[config.mk]
export PLATFORM = sky130hd
export DESIGN_NAME = cke_power_tracker
export DESIGN_NICKNAME = d
export VERILOG_FILES = /design/src/rtl/cke_power_tracker.sv
export SDC_FILE = /design/constraint.sdc
export NUM_CORES = 1
export LEC_CHECK = 0
export BUFFER_PORTS_ARGS = -buffer_cell sky130_fd_sc_hd__buf_2
export CORE_AREA = 5 5 42 44
export CTS_CLUSTER_SIZE = 8
export DETAILED_ROUTE_END_ITERATION = 8
export DIE_AREA = 0 0 47 49
export PLACE_DENSITY = 0.73
export REMOVE_ABC_BUFFERS = 1
export SKIP_CTS_REPAIR_TIMING = 1
export SLEW_MARGIN = 10
export SYNTH_ARGS = -nofsm -noshare
export SYNTH_HDL_FRONTEND = slang
export SYNTH_SLANG_ARGS = --single-unit
[constraint.sdc]
create_clock -name clk -period 5.1 [get_ports clk]
set_clock_uncertainty 0.15 [all_clocks]
set_input_delay 0.255 -clock clk [delete_from_list [all_inputs] [get_ports clk]]
set_output_delay 0.255 -clock clk [all_outputs]
set_load 0.02 [all_outputs]
[src/rtl/cke_power_tracker.sv]
module cke_power_tracker #(
  parameter int NBANK     = 8,
  parameter int BURST_LEN = 4
) (
  input  logic             clk,
  input  logic             rst_n,
  input  logic             cke,
  input  logic             cmd_valid,
  input  logic [1:0]       cmd_kind,
  input  logic [NBANK-1:0] bank_open,
  input  logic             viol_clr,
  output logic [1:0]       pstate,
  output logic             rx_en,
  output logic             clk_rx_en,
  output logic             viol_burst,
  output logic             viol_sref
);
  localparam int CW = $clog2(BURST_LEN + 1);
  localparam logic [1:0] ST_ACT = 2'd0;
  localparam logic [1:0] ST_PPD = 2'd1;
  localparam logic [1:0] ST_APD = 2'd2;
  localparam logic [1:0] ST_SRF = 2'd3;

  logic [1:0]    st;
  logic          sync1, sync2;
  logic [CW-1:0] bcnt;

  wire is_ref     = cmd_valid && (cmd_kind == 2'd0);
  wire busy       = (bcnt != '0);
  wire burst_go   = (st == ST_ACT) && cke && cmd_valid && (cmd_kind != 2'd0);
  wire any_open   = |bank_open;

  always_ff @(posedge clk) begin
    if (!rst_n) begin
      st         <= ST_ACT;
      sync1      <= 1'b0;
      sync2      <= 1'b0;
      bcnt       <= '0;
      viol_burst <= 1'b0;
      viol_sref  <= 1'b0;
    end else begin
      sync1 <= cke;
      sync2 <= sync1;
      case (st)
        ST_ACT: if (!cke) st <= any_open ? ST_APD : ST_PPD;
        ST_PPD: if (cke) st <= ST_ACT;
                else if (is_ref) st <= ST_SRF;
        ST_APD: if (cke) st <= ST_ACT;
        default: if (sync2) st <= ST_ACT;
      endcase
      if (burst_go)  bcnt <= CW'(BURST_LEN);
      else if (busy) bcnt <= bcnt - 1'b1;
      viol_burst <= (!cke && busy) || (viol_burst && !viol_clr);
      viol_sref  <= ((st == ST_APD) && !cke && is_ref) || (viol_sref && !viol_clr);
    end
  end

  assign pstate    = st;
  assign rx_en     = (st == ST_ACT);
  assign clk_rx_en = (st != ST_SRF) || cke;
endmodule


==> results.yml <==
sta:
  holdWs_ns: 0.0888
  number_of_failing_setup_endpoints_in_the_final_timing_report: 0
  timing.final.crit_share: 0.352
  timing.final.ws_setup_ns: 3.30
  tightest_slew_ns: 0.389
  slew_limit_headroom: 0.738
  fmaxAchievable_mhz: 556
  fin_tns_setup_ns: 0
  rsz0062_at_grt: "false"
  finalCriticalPeriod_ns: 1.80
  finalHoldViolations: 0
  final_count_of_pins_violating_max_slew: 0
global_routing:
  grt_usage: 0.0960
  via_count_of_the_first_global_routing_pass: 421
  antenna_found_initial: 0
  globalRouteMet2Util: 0.140
  grt-busiest-layer: "met2"
  grt_first_pass_wirelength_um: 1620
  met1_track_demand_over_resource_in_global_routing: 0.117
  final_global_route_overflow_total: 0
  grt_max_degree: 8
  global_route.usage.met3: 0.0332
critical_path:
  worstPathCellList: "inv_1, ha_1, or3_1, and3_4, a221oi_1"
  launching_element_type_of_the_critical_path: "flop"
  cp.arrival_ns: 1.81
  cp_slowest_cell: "or3_1"
  criticalPathCategory: "flop to flop"
  timing.critical_path.buf_inv: 1
  cp.required_ns: 5.12
  timing.critical_path.max_delay_family: "simple AND/OR/NAND/NOR gates"
  cpPeakStageDelay_ns: 0.41
  critPathMaxFanout: 6
  timing.critical_path.to_type: "flop"
route:
  drt_pre_antenna_iters: 2
  postRouteAntennaNets: 0
  remaining_drc_errors: 0
  route.vias.total: 458
  route.final.wire_length_um: 986
  drt_first_iter_violations: 4
  drt-vias-per-instance: 4.82
  routed_wire_length_per_instance_um: 10.4
final_layout:
  area_growth_syn_to_layout_pct: 29.5
  diodes: 0
  post_layout_nonfiller_instances: 95
  post_route_cells_drive_above_1_share: 0.316
  final_net_count: 102
die:
  fp.dieH_um: 49
  design.die.area_um2: 2300
  placementRows: 14
  initial_utilization: 0.354
  design.portCount: 21
  horiz_die_dim_um: 47
  core_area_um2: 1400
clock_network:
  clock_insertion_delay_at_the_later_pin_of_the_skew_report_ns: 0.26
  cts-root-buf: "clkbuf_4"
  clock_sink_count: 9
  clock_tree_from_tritoncts: "yes"
  cts_inserted_buffers: 3
  clk_pin_slew_worst_paths_ns: 0.06
  htree_depth: 1
  clk_path_buf_depth: 2
flow_run:
  maxCapViolations: 0
place:
  port_buffers: 20
  dp.final_hpwl_um: 818
  globalplace.congestion: 0.700
  placed_cells_incl_taps: 91
  pre_cts_slack_ns: 3.30
power_and_ir_drop:
  clockPowerShare: 0.164
  leakage_nw: 0.320
  pwr_cell_area_nw_per_um2: 513
  switching_power_uw: 132
  power_switching_share: 0.401
  comb_power_share: 0.527
  power.ir.vdd_worst_v: 0.000195
  flop_pwr_share: 0.309
  fin_total_pwr_uw: 329
  cellInternalPower_uw: 197
synthesis:
  synth_seq_cells: 9
  synth_warnings: 0
  ys_seq_area_frac: 0.364
  syn_avg_cell_area_um2: 9.01
  syn-cell-area_um2: 495
  synth_cell_types: 21
  postSynthCellCount: 55
run_status:
  run_status: "complete, no violations"
worst_hold_path:
  min-delay-path-class: "primary input to flop"
-- routing by layer --
metal  part of all wire  vias up
met5                  0        -
met3              0.086        3
met2               0.46       15
li1                   -      238
met4              0.021        0
met1               0.43      202
-- logic make-up after synthesis --
kind of cell	count (synthesis)	share of synthesized area
mux	1	0.0202
simple gates	19	0.217
fa+ha+maj	7	0.177
buf+inv	8	0.0606
xor+xnor	1	0.0177
flops	9	0.364
compound gates	10	0.144
-- synthesized netlist by cell type --
library cell / number / share of area
nor4b_1: 2 / 0.035
a21oi_1: 4 / 0.040
nor2b_1: 1 / 0.013
a221oi_1: 2 / 0.035
or3_1: 1 / 0.013
and2_1: 2 / 0.025
nor2_1: 6 / 0.045
mux2i_1: 1 / 0.020
nand2_1: 2 / 0.015
nand3_1: 1 / 0.010
o2111ai_1: 1 / 0.018
a21bo_2: 1 / 0.020
dfxtp_1: 9 / 0.36
o211ai_1: 1 / 0.015
and3_4: 1 / 0.023
nand2b_1: 1 / 0.013
inv_1: 8 / 0.061
xor2_1: 1 / 0.018
nor4_1: 2 / 0.025
ha_1: 7 / 0.18
o21bai_1: 1 / 0.015
-- state kept, by name, indices dropped and copies added, names as in the netlist --
signal	count
viol_burst	1
pstate	2
viol_sref	1
sync2	1
sync1	1
bcnt	3
-- power by group through the flow --
stage	Sequential (mW)	Clock (mW)	Combinational (mW)
global placement	0.102	0	0.170
global route	0.104	0.0600	0.194
finish	0.102	0.0541	0.173
floorplan	0.113	0	0.120
CTS	0.102	0.0558	0.176
detailed placement	0.104	0	0.175
-- path summary, 6_finish.rpt --
check / from / to / slack (ns) / depth (start not counted)
max: pstate[0] / pstate[0] / 3.30 / 5
min: rst_n / sync2 / 0.09 / 2
max reg2reg: pstate[0] / pstate[0] / 3.30 / 5
min reg2reg: sync1 / sync2 / 0.28 / 1
-- placed cells by master (no fill, tap or decap), types with 2 or more instances in the layout --
cell / netlist / routed
nand2_1: 2 / 2
nor2_1: 6 / 6
ha_1: 7 / 7
buf_2: 0 / 20
clkbuf_4: 0 / 3
inv_1: 8 / 8
dfxtp_1: 9 / 9
and2_1: 2 / 2
a21oi_1: 4 / 4
nor4b_1: 2 / 2
nor4_1: 2 / 2
a221oi_1: 2 / 2
-- stage by stage --
step | instance area (um^2) | util
finish | 642 | 0.458
global route | 642 | 0.458
CTS | 642 | 0.458
detailed placement | 616 | 0.439
global placement | 616 | 0.439
floorplan | 495 | -
-- area by class of cell --
type	count	area, um^2
tap	16	20.0
timing repair buffer	20	100
fill	159	759
clock buffer	4	26.3
sequential	9	180
multi-input combinational	38	285
inverter	8	30.0
Note: power is estimated with default switching activity, not from simulation.
